### src/rtl/wk_pkg.sv
package wk_pkg;
  typedef enum logic [1:0] {
    MD_NORMAL = 2'd0,
    MD_STOP   = 2'd1,
    MD_SLEEP  = 2'd2,
    MD_RESET  = 2'd3
  } wk_mode_e;

  localparam int SRC_W      = 6;
  localparam int SRC_SENSE  = 0;
  localparam int SRC_FORCED = 1;
  localparam int SRC_LIN    = 2;
  localparam int SRC_D2D    = 3;
  localparam int SRC_RSTRQ  = 4;
  localparam int SRC_SUPPLY = 5;

  localparam logic [1:0] ADDR_ENA  = 2'd0;
  localparam logic [1:0] ADDR_SRC  = 2'd1;
  localparam logic [1:0] ADDR_MODE = 2'd2;
endpackage

### src/rtl/wk_sense_detect.sv
module wk_sense_detect #(
  parameter int SENSE_N = 6
) (
  input  logic               clk,
  input  logic               rst_n,
  input  logic [SENSE_N-1:0] sense_i,
  input  logic [SENSE_N-1:0] en_i,
  input  logic               capture_i,
  output logic               change_o
);
  logic [SENSE_N-1:0] sync1_q, sync2_q, base_q, enl_q;

  // two-flop synchronizer per line
  always_ff @(posedge clk or negedge rst_n) begin
    if (!rst_n) begin
      sync1_q <= '0;
      sync2_q <= '0;
    end else begin
      sync1_q <= sense_i;
      sync2_q <= sync1_q;
    end
  end

  // baseline levels and enable mask frozen at low-power entry
  always_ff @(posedge clk or negedge rst_n) begin
    if (!rst_n) begin
      base_q <= '0;
      enl_q  <= '0;
    end else if (capture_i) begin
      base_q <= sync2_q;
      enl_q  <= en_i;
    end
  end

  assign change_o = |((sync2_q ^ base_q) & enl_q);

  assert_mask_frozen_R11: assert property (@(posedge clk) disable iff (!rst_n)
    !capture_i |=> ($stable(enl_q) && $stable(base_q)));
endmodule

### src/rtl/wk_src_select.sv
module wk_src_select
  import wk_pkg::*;
(
  input  wk_mode_e         mode_i,
  input  logic             change_i,
  input  logic             frc_i,
  input  logic             lin_i,
  input  logic             d2d_i,
  input  logic             rstrq_i,
  input  logic             vsup_i,
  output logic [SRC_W-1:0] src_o,
  output logic             wake_o
);
  logic in_stop, in_sleep, low_pwr;

  always_comb begin
    in_stop  = (mode_i == MD_STOP);
    in_sleep = (mode_i == MD_SLEEP);
    low_pwr  = in_stop | in_sleep;
    src_o             = '0;
    src_o[SRC_FORCED] = low_pwr & frc_i;
    src_o[SRC_SENSE]  = low_pwr & change_i & ~frc_i;
    src_o[SRC_LIN]    = low_pwr & lin_i;
    src_o[SRC_D2D]    = in_stop & d2d_i;
    src_o[SRC_RSTRQ]  = in_stop & rstrq_i;
    src_o[SRC_SUPPLY] = in_sleep & vsup_i;
    wake_o            = |src_o;
  end
endmodule

### src/rtl/wk_mode_ctrl.sv
module wk_mode_ctrl
  import wk_pkg::*;
#(
  parameter int GAP      = 2,
  parameter int RST_HOLD = 4
) (
  input  logic             clk,
  input  logic             rst_n,
  input  logic             wake_i,
  input  logic [SRC_W-1:0] src_i,
  input  logic             cmd_we_i,
  input  logic [1:0]       cmd_i,
  input  logic             src_rd_i,
  output wk_mode_e         mode_o,
  output logic             irq_o,
  output logic [SRC_W-1:0] src_o,
  output logic             capture_o
);
  localparam int GAP_W = $clog2(GAP + 1);
  localparam int RST_W = $clog2(RST_HOLD + 1);

  wk_mode_e         mode_q, mode_d;
  logic             irq_q, irq_d, lock_q, lock_d;
  logic [SRC_W-1:0] src_q, src_d;
  logic [GAP_W-1:0] gap_q, gap_d;
  logic [RST_W-1:0] rcnt_q, rcnt_d;
  logic             cmd_ok, go_stop, go_sleep;

  always_comb begin
    cmd_ok   = cmd_we_i && (mode_q == MD_NORMAL) && (gap_q == '0);
    go_stop  = cmd_ok && (cmd_i == 2'(MD_STOP)) && !lock_q;
    go_sleep = cmd_ok && (cmd_i == 2'(MD_SLEEP));
    capture_o = go_stop | go_sleep;
  end

  always_comb begin
    mode_d = mode_q;
    irq_d  = irq_q;
    lock_d = lock_q;
    src_d  = src_q;
    gap_d  = gap_q;
    rcnt_d = rcnt_q;
    if (src_rd_i) begin
      src_d  = '0;
      irq_d  = 1'b0;
      lock_d = 1'b0;
      gap_d  = GAP_W'(GAP - 1);
    end else if (gap_q != '0) begin
      gap_d = gap_q - 1'b1;
    end
    unique case (mode_q)
      MD_NORMAL: begin
        if (go_stop)       mode_d = MD_STOP;
        else if (go_sleep) mode_d = MD_SLEEP;
      end
      MD_STOP: if (wake_i) begin
        mode_d = MD_NORMAL;
        irq_d  = 1'b1;
        lock_d = 1'b1;
        src_d  = src_d | src_i;
      end
      MD_SLEEP: if (wake_i) begin
        mode_d = MD_RESET;
        rcnt_d = RST_W'(RST_HOLD - 1);
        lock_d = 1'b1;
        src_d  = src_d | src_i;
      end
      MD_RESET: begin
        if (rcnt_q == '0) mode_d = MD_NORMAL;
        else              rcnt_d = rcnt_q - 1'b1;
      end
      default: mode_d = MD_NORMAL;
    endcase
  end

  always_ff @(posedge clk or negedge rst_n) begin
    if (!rst_n) begin
      mode_q <= MD_NORMAL;
      irq_q  <= 1'b0;
      lock_q <= 1'b0;
      src_q  <= '0;
      gap_q  <= '0;
      rcnt_q <= '0;
    end else begin
      mode_q <= mode_d;
      irq_q  <= irq_d;
      lock_q <= lock_d;
      src_q  <= src_d;
      gap_q  <= gap_d;
      rcnt_q <= rcnt_d;
    end
  end

  assign mode_o = mode_q;
  assign irq_o  = irq_q;
  assign src_o  = src_q;

  assert_irq_from_stop_R3: assert property (@(posedge clk) disable iff (!rst_n)
    $rose(irq_q) |-> ($past(mode_q) == MD_STOP && mode_q == MD_NORMAL));
  assert_sleep_exit_reset_R4: assert property (@(posedge clk) disable iff (!rst_n)
    ($past(mode_q) == MD_SLEEP && mode_q != MD_SLEEP) |-> mode_q == MD_RESET);
  assert_d2d_stop_only_R5: assert property (@(posedge clk) disable iff (!rst_n)
    $rose(src_q[SRC_D2D]) |-> $past(mode_q) == MD_STOP);
  assert_supply_sleep_only_R6: assert property (@(posedge clk) disable iff (!rst_n)
    $rose(src_q[SRC_SUPPLY]) |-> $past(mode_q) == MD_SLEEP);
  assert_forced_over_sense_R7: assert property (@(posedge clk) disable iff (!rst_n)
    !(src_q[SRC_FORCED] && src_q[SRC_SENSE]));
  assert_stop_needs_unlock_R8: assert property (@(posedge clk) disable iff (!rst_n)
    (mode_q == MD_STOP && $past(mode_q) == MD_NORMAL) |-> !$past(lock_q));
  assert_entry_after_gap_R9: assert property (@(posedge clk) disable iff (!rst_n)
    ((mode_q == MD_STOP || mode_q == MD_SLEEP) && $past(mode_q) == MD_NORMAL)
      |-> $past(gap_q) == '0);
  assert_read_clears_R10: assert property (@(posedge clk) disable iff (!rst_n)
    (src_rd_i && !wake_i) |=> (src_q == '0 && !irq_q && !lock_q));
endmodule

### src/rtl/wk_ctrl.sv
module wk_ctrl
  import wk_pkg::*;
#(
  parameter int SENSE_N  = 6,
  parameter int DATA_W   = 8,
  parameter int GAP      = 2,
  parameter int RST_HOLD = 4
) (
  input  logic               clk,
  input  logic               rst_n,
  input  logic               bus_wr_i,
  input  logic               bus_rd_i,
  input  logic [1:0]         bus_addr_i,
  input  logic [DATA_W-1:0]  bus_wdata_i,
  output logic [DATA_W-1:0]  bus_rdata_o,
  input  logic [SENSE_N-1:0] sense_i,
  input  logic               frc_wake_i,
  input  logic               lin_wake_i,
  input  logic               d2d_wake_i,
  input  logic               rst_wake_i,
  input  logic               vsup_lost_i,
  output logic [1:0]         mode_o,
  output logic               irq_o
);
  logic [SENSE_N-1:0] en_q;
  logic               en_we, cmd_we, src_rd, capture, change, wake;
  logic [SRC_W-1:0]   src_evt, src_reg;
  wk_mode_e           mode;

  assign en_we  = bus_wr_i && (bus_addr_i == ADDR_ENA);
  assign cmd_we = bus_wr_i && (bus_addr_i == ADDR_MODE);
  assign src_rd = bus_rd_i && (bus_addr_i == ADDR_SRC);

  always_ff @(posedge clk or negedge rst_n) begin
    if (!rst_n)     en_q <= '0;
    else if (en_we) en_q <= bus_wdata_i[SENSE_N-1:0];
  end

  wk_sense_detect #(.SENSE_N(SENSE_N)) u_sense (
    .clk(clk), .rst_n(rst_n), .sense_i(sense_i), .en_i(en_q),
    .capture_i(capture), .change_o(change)
  );

  wk_src_select u_sel (
    .mode_i(mode), .change_i(change), .frc_i(frc_wake_i), .lin_i(lin_wake_i),
    .d2d_i(d2d_wake_i), .rstrq_i(rst_wake_i), .vsup_i(vsup_lost_i),
    .src_o(src_evt), .wake_o(wake)
  );

  wk_mode_ctrl #(.GAP(GAP), .RST_HOLD(RST_HOLD)) u_mode (
    .clk(clk), .rst_n(rst_n), .wake_i(wake), .src_i(src_evt),
    .cmd_we_i(cmd_we), .cmd_i(bus_wdata_i[1:0]), .src_rd_i(src_rd),
    .mode_o(mode), .irq_o(irq_o), .src_o(src_reg), .capture_o(capture)
  );

  assign mode_o = mode;

  always_comb begin
    bus_rdata_o = '0;
    case (bus_addr_i)
      ADDR_ENA:  bus_rdata_o[SENSE_N-1:0] = en_q;
      ADDR_SRC:  bus_rdata_o[SRC_W-1:0]   = src_reg;
      ADDR_MODE: bus_rdata_o[1:0]         = mode;
      default:   bus_rdata_o = '0;
    endcase
  end

  assert_enable_write_R1: assert property (@(posedge clk) disable iff (!rst_n)
    en_we |=> en_q == $past(bus_wdata_i[SENSE_N-1:0]));
endmodule

### config.mk
export PLATFORM = sky130hd
export DESIGN_NAME = wk_ctrl
export DESIGN_NICKNAME = d
export VERILOG_FILES = /design/src/rtl/wk_pkg.sv /design/src/rtl/wk_sense_detect.sv /design/src/rtl/wk_src_select.sv /design/src/rtl/wk_mode_ctrl.sv /design/src/rtl/wk_ctrl.sv
export SDC_FILE = /design/constraint.sdc
export NUM_CORES = 1
export LEC_CHECK = 0
export ABC_CLOCK_PERIOD_IN_PS = 3100
export BUFFER_PORTS_ARGS = -buffer_cell sky130_fd_sc_hd__buf_2
export CORE_MARGIN = 4
export CORE_UTILIZATION = 40
export DETAILED_ROUTE_END_ITERATION = 10
export SLEW_MARGIN = 30
export SYNTH_ARGS = -nofsm -noshare
export SYNTH_HDL_FRONTEND = slang
export SYNTH_HIERARCHICAL = 1
export SYNTH_SLANG_ARGS = --single-unit
### constraint.sdc
create_clock -name clk -period 3.1 [get_ports clk]
set_input_delay 0.155 -clock clk [delete_from_list [all_inputs] [get_ports clk]]
set_output_delay 0.155 -clock clk [all_outputs]
set_load 0.01 [all_outputs]
==> impl_metrics.ini, run 1 <==
[critical_path]
arrival_ns = 2.37
crit_chain = inv_1, ha_1, nor2b_1, nor3_1, nand2_1, a2bb2oi_2, mux2_4, o31a_1
rrSetupSlack_ns = 0.92
required_ns = 3.29
worst-path-buf-inv = 1
timing_worst_setup_path_type = reg -> reg
rr_endpoint = u_mode/mode_o[1]$_DFFE_PN0P_
slowest_delay_ns = 0.50
ff2ff_path_depth = 8
end_kind = flop
crit_fanout = 7
crit_slowest_cell = dfrtp_1
timing.rr.start = u_mode/mode_o[0]$_DFFE_PN0P_
crit_start = u_mode/mode_o[0]$_DFFE_PN0P_
cp.depth = 8
critPathLaunchType = flop
crit_family = simple AND/OR/NAND/NOR gates
worstSetupEndpoint = u_mode/mode_o[1]$_DFFE_PN0P_

[place]
gp_congestion = 0.782
dpl_cell_area_um2 = 2380
dpl.cell_count = 268
dp_hpwl_um = 2690
port_buffers = 31

[routing]
avgViaCountPerCell = 4.87
drt_iter0_drc = 103
num_vias = 1377
drc = 0
routed_wl_um = 3880
detail_route.wl_per_cell_um = 13.7
drtPass1Iterations = 6
postRouteAntennaNets = 0

[floorplan]
fp.dieArea_um2 = 6710
die-width_um = 81.9
start_util_pct = 42.0
die_h_um = 81.9
core_area_um2 = 5200
io_pins = 36
row_count = 26

[synth]
synthFlopType = dfrtp_1
synth_most_common_cell = dfrtp_1
synth.area.top_cells = dfrtp_1 (52%), mux2_4 (7.6%), ha_1 (5.2%), mux2_2 (4.1%), a22o_1 (2.8%)
synth_fa_ha_area_share_pct = 5.15
yosysSeqAreaShare_pct = 51.5
synth_top_area_cell = dfrtp_1
ys_async_sr_fraction_pct = 100
yosysWarnings = 6
synth.distinct_cells = 40
synth_compound_area_share_pct = 10.2
synth_edf_count = 0
synthSimpleGateAreaFrac_pct = 11.4
muxShareOfSynthArea_pct = 14.4
synth_common_cells = dfrtp_1 (45), nor2_1 (12), mux2_4 (11), inv_1 (10), ha_1 (9)
synth_area_per_cell_um2 = 12.7
ys_ff_latch = 45
synth_top_area_share_pct = 51.5
syn_inst = 172
synth_area_um2 = 2180
synth_top_family_by_area = multiplexers
synth_xor_area_share_pct = 2.81

[grt]
antenna_found_initial = 0
overflow = 0
grt_max_degree = 46
grt_pass1_vias = 1466
grt_first_pass_wirelength_um = 6810
track_usage_pct = 13.3

[sta]
hold_violations = 0
period_minus_slack_ns = 2.18
rsz0062_at_grt = false
skew_ns = 0.00339
fin_tns_setup_ns = 0
finalMaxSlewViolations = 0
finalCritPeriodShare_pct = 70.2
finalSetupViolCount = 0
slew_headroom_pct = 51.0
max_freq_mhz = 459
tightest_slew_ns = 0.735

[clock_tree]
cts.repair.resized = 0
htreeDepth = 2
cts_made_buffers = 5
clk_latency_ns = 0.30
cts.sinks = 45
clockBufferDepth = 2
path_clk_slew_ns = 0.09
clockRootBuffer = clkbuf_8
cts_tree = done

[pwr]
p_leak_uw = 0.00126
vdd_drop_max_v = 0.000324
power_density_nw_per_um2 = 823
p_total_uw = 2100

[layout]
final_area_um2 = 2550
multi_input_area_um2 = 968
drive_gt1_share_pct = 31.0
regArea_um2 = 1130
area_delta_synth_final_pct = 16.8
finalNetCount = 246
fillers = 511
num_antenna_cells = 0
instances_no_fill = 283

[status]
status = completed

[min_path]
worstHoldPathType = in -> reg

[run]
drv_cap = 0
how the worst min path moves through the flow:
stage / from / end / slack (ns) / cells past startpoint
after detailed placement: rst_n / u_sense/sync1_q[2]$_DFF_PN0_ / 0.20 / 1
after global placement: sense_i[5] / u_sense/sync1_q[5]$_DFF_PN0_ / 0.26 / 1
final: bus_wdata_i[2] / en_q[2]$_DFFE_PN0P_ / 0.08 / 2
after global routing: bus_wdata_i[2] / en_q[2]$_DFFE_PN0P_ / 0.07 / 2
after floorplan: rst_n / en_q[0]$_DFFE_PN0P_ / -0.14 / 0
after CTS: bus_wdata_i[4] / en_q[4]$_DFFE_PN0P_ / 0.07 / 2
state kept, by name, summed over array words and instances, names as in the netlist:
name             flops
u_sense/base_q       6
u_mode/gap_q         2
u_mode/mode_o        2
en_q                 6
u_mode/rcnt_q        3
u_sense/sync2_q      6
u_sense/sync1_q      6
u_mode/lock_q        1
u_mode/irq_o         1
u_sense/enl_q        6
u_mode/src_o         6
worst register-to-register path: stages, from the launching register on:
cell	delay, ns
dfrtp_1	0.50
inv_1	0.08
ha_1	0.34
nor2b_1	0.09
nor3_1	0.25
nand2_1	0.19
a2bb2oi_2	0.22
mux2_4	0.31
o31a_1	0.10
cell type report:
cell class	instances	area share, %
Clock buffer	6	3.24
Clock inverter	2	0.687
Inverter	11	1.62
Multi-Input combinational cell	111	38.0
Sequential cell	45	44.1
Tap cell	70	3.43
Timing Repair Buffer	38	8.93
kinds of logic after synthesis:
logic type / Yosys count
flip-flops: 45
AND/OR/NAND/NOR: 39
AO/OA/AOI/OAI: 29
multiplexers: 25
buffers and inverters: 17
adder cells (fa/ha/maj): 9
XOR/XNOR: 7
other: 1
stage by stage:
stage / worst slack [ns] / hold WS, ns / util (%)
finish: 0.924 / 0.0781 / 49.0
global route: 0.608 / 0.0720 / 49.0
CTS: 0.930 / 0.0709 / 49.0
detailed placement: 0.943 / 0.198 / 45.7
global placement: 0.935 / 0.262 / 45.7
floorplan: 1.14 / -0.141 / -
routing by layer:
| metal | track usage [%] | wire (µm) | vias up |
|---|---|---|---|
| met4 | 3.32 | 23 | 0 |
| met1 | 18.8 | 1900 | 660 |
| li1 | - | - | 673 |
| met2 | 19.7 | 1700 | 39 |
| met5 | 0 | 0 | - |
| met3 | 4.28 | 256 | 5 |
layout by cell type, fill, tap and decap left out, types with 2 or more instances in the layout:
cell type,Yosys,final
mux2i_1,6,6
a22o_1,7,7
nand3b_1,2,2
mux2_2,8,8
xor2_1,7,7
buf_2,0,30
and2_1,3,3
nor2_1,12,12
nand3_1,3,3
ha_1,9,9
conb_1,1,2
clkbuf_8,0,6
mux2_4,11,11
nand2_1,3,3
a21oi_1,5,5
nor3_1,2,2
o2bb2ai_1,3,3
nor2b_1,6,6
inv_1,10,10
o21ai_1,2,2
a22oi_1,3,3
dfrtp_1,45,45
nor3b_4,2,2
dlygate4sd3_1,0,7
report_power, final:
| part | switching [µW] | total, µW | internal [µW] | leakage, µW |
|---|---|---|---|---|
| Combinational | 391 | 818 | 427 | 0.000649 |
| Sequential | 128 | 883 | 755 | 0.000555 |
| Clock | 213 | 398 | 185 | 0.0000518 |
timing repair:
item | 4_1_cts | 5_1_grt
hold endpoints to repair | 51 | 0
setup buffers | 0 | 0
hold buffers | 7 | 0
Power figures use the tool's default switching activity.
==> run 2, diff against run 1 <==
- ABC_AREA: default -> 1
- ABC_CLOCK_PERIOD_IN_PS: 3100 -> 2200
- clock period: 3.1 -> 2.2 ns (I/O delays scaled with it)
==> run 2 against run 1 <==
Effect of this change:
- cell count increased by 23%
- final area increased by 1.7%
- setup slack got worse by 0.58 ns
- via count increased by 17%
- flip-flop and latch count unchanged
- combinational power increased by 33%
==> impl_metrics.ini, run 2 <==
[status]
status = completed

[synth]
yosysWarnings = 6
synth_top_area_cell = dfrtp_1
synth_edf_count = 0
synthFlopType = dfrtp_1
synth_area_per_cell_um2 = 9.50
yosysSeqAreaShare_pct = 50.7
syn_inst = 234
synth_top_area_share_pct = 50.7
ys_ff_latch = 45
synth_area_um2 = 2220
synth_most_common_cell = nand2_1
synth.distinct_cells = 30
synth.area.top_cells = dfrtp_1 (51%), nand2_1 (9.6%), ha_1 (5.1%), nand3_1 (5.0%), inv_1 (4.4%)
synth_common_cells = nand2_1 (57), dfrtp_1 (45), inv_1 (26), nand3_1 (22), nor2_1 (17)
ys_async_sr_fraction_pct = 100

[critical_path]
ff2ff_path_depth = 12
timing.rr.start = u_mode/mode_o[0]$_DFFE_PN0P_
rrSetupSlack_ns = 0.35
end_kind = flop
arrival_ns = 2.04
slowest_delay_ns = 0.51
crit_family = simple AND/OR/NAND/NOR gates
rr_endpoint = u_mode/mode_o[1]$_DFFE_PN0P_
timing_worst_setup_path_type = reg -> reg
crit_slowest_cell = dfrtp_1
crit_start = u_mode/mode_o[0]$_DFFE_PN0P_
crit_fanout = 8
required_ns = 2.39
crit_chain = inv_1, ha_1, nor2_2, nor2_2, nand3_2, inv_4, nand2_4, o21ai_2, nor2_4, nand2_2, nand2_1, nand2_1
worst-path-buf-inv = 2
critPathLaunchType = flop

[grt]
track_usage_pct = 13.7
grt_pass1_vias = 1489
overflow = 0
antenna_found_initial = 0
grt_first_pass_wirelength_um = 6920
grt_max_degree = 24

[pwr]
p_leak_uw = 0.00138
power_density_nw_per_um2 = 1080
vdd_drop_max_v = 0.000774

[layout]
mostFrequentLayoutCell = nand2_1
area_delta_synth_final_pct = 16.8
final_util_pct = 49.5
layout_common_cells = nand2_1 (57), dfrtp_1 (45), buf_2 (31), inv_1 (26), nand3_1 (22)
drive_gt1_share_pct = 25.5
final_area_um2 = 2590
num_antenna_cells = 0
finalNetCount = 311

[place]
gp_congestion = 0.820
port_buffers = 31
dpl_cell_area_um2 = 2430
dp_hpwl_um = 3110

[clock_tree]
cts_made_buffers = 5
clockBufferDepth = 2
cts.sinks = 45
postCtsSetupBuffers = 0
cts_tree = done
clockRootBuffer = clkbuf_8
path_clk_slew_ns = 0.09
clk_latency_ns = 0.30
htreeDepth = 2

[floorplan]
core_area_um2 = 5240
start_util_pct = 42.4
die-width_um = 82.5
die_h_um = 82.5
row_count = 26
fp.dieArea_um2 = 6810
io_pins = 36

[min_path]
worstHoldPathType = in -> reg
worstHoldStart = bus_wdata_i[3]
min_delay_path_depth = 3
whs_endpoint = en_q[3]$_DFFE_PN0P_

[routing]
drc = 0
detail_route.wl_per_cell_um = 11.9
num_vias = 1615
routed_wl_um = 4120
avgViaCountPerCell = 4.64
drt_iter0_drc = 120
postRouteAntennaNets = 0
drtPass1Iterations = 4

[sta]
finalSetupViolCount = 0
period_minus_slack_ns = 1.85
skew_ns = 0.0111
fin_tns_setup_ns = 0
max_freq_mhz = 540
finalMaxSlewViolations = 0
rsz0062_at_grt = false
hold_violations = 0
finalCritPeriodShare_pct = 84.2

[run]
drv_cap = 0
run 2: changes by cell type in the layout (fill, tap and decap cells not counted), moves of 7 or more:
cell / change
nand3_1: +19
nand2_1: +54
inv_1: +16
xor2_1: -7
run 2: per-stage QoR:
step / total power [µW] / worst slack (ns) / instances / hold slack [ns]
2_1_floorplan: 2040 / 0.461 / 235 / -0.186
3_3_place_gp: 2280 / 0.369 / 333 / 0.101
3_5_place_dp: 2310 / 0.358 / 333 / 0.105
4_1_cts: 2850 / 0.340 / 348 / 0.0365
5_1_grt: 3050 / 0.174 / 348 / 0.0411
6_report: 2820 / 0.348 / 348 / 0.0429
run 2: worst max-delay path by stage:
| stage | cells past startpoint | slack (ns) | endpoint |
|---|---|---|---|
| floorplan | 13 | 0.46 | u_mode/mode_o[1]$_DFFE_PN0P_ |
| global placement | 12 | 0.37 | u_mode/mode_o[1]$_DFFE_PN0P_ |
| detailed placement | 12 | 0.36 | u_mode/mode_o[1]$_DFFE_PN0P_ |
| CTS | 12 | 0.34 | u_mode/mode_o[1]$_DFFE_PN0P_ |
| global route | 12 | 0.17 | u_mode/mode_o[0]$_DFFE_PN0P_ |
| finish | 12 | 0.35 | u_mode/mode_o[1]$_DFFE_PN0P_ |
run 2: area by class of cell:
| class | count | area, µm² |
|---|---|---|
| fillers | 517 | 2640 |
| flip-flops and latches | 45 | 1130 |
| multi-input cells | 152 | 916 |
| repair buffers | 42 | 255 |
| inverters | 31 | 119 |
| well taps | 70 | 87.6 |
| clock buffers | 5 | 68.8 |
| clock inverters | 3 | 22.5 |
run 2: timing repair:
item / 4_1_cts / 5_1_grt
hold buffers: 7 / 0
resized for setup: 0 / 0
hold endpoints to repair: 27 / 0
setup endpoints to repair: 0 / 0
run 2: power breakdown:
group          leakage, µW  total [µW]  switching (µW)  internal (µW)
logic             0.000780        1090             614            481
registers         0.000556        1210             156           1060
clock network    0.0000481         510             285            225
total              0.00138        2820            1050           1760
run 2: logic make-up after synthesis:
logic type,after synthesis,share of synthesized area [%]
AND/OR/NAND/NOR,109,22.1
flip-flops,45,50.7
buffers and inverters,38,8.28
AO/OA/AOI/OAI,22,7.60
multiplexers,10,6.08
adder cells (fa/ha/maj),9,5.07
other,1,0.169
run 2: per-layer routing:
layer | up-vias | routed length, µm | part of all wire (%) | global-route usage, %
li1 | 830 | - | - | -
met1 | 753 | 2020 | 49 | 20.3
met2 | 27 | 1820 | 44 | 19.2
met3 | 5 | 232 | 5.6 | 3.58
met4 | 0 | 53 | 1.3 | 4.41
met5 | - | 0 | 0 | 0
run 2: tightest hold or removal path, cell delays in order:
cell and delay [ns]:
buf_2 0.08, nand3_1 0.06, nand2_1 0.06
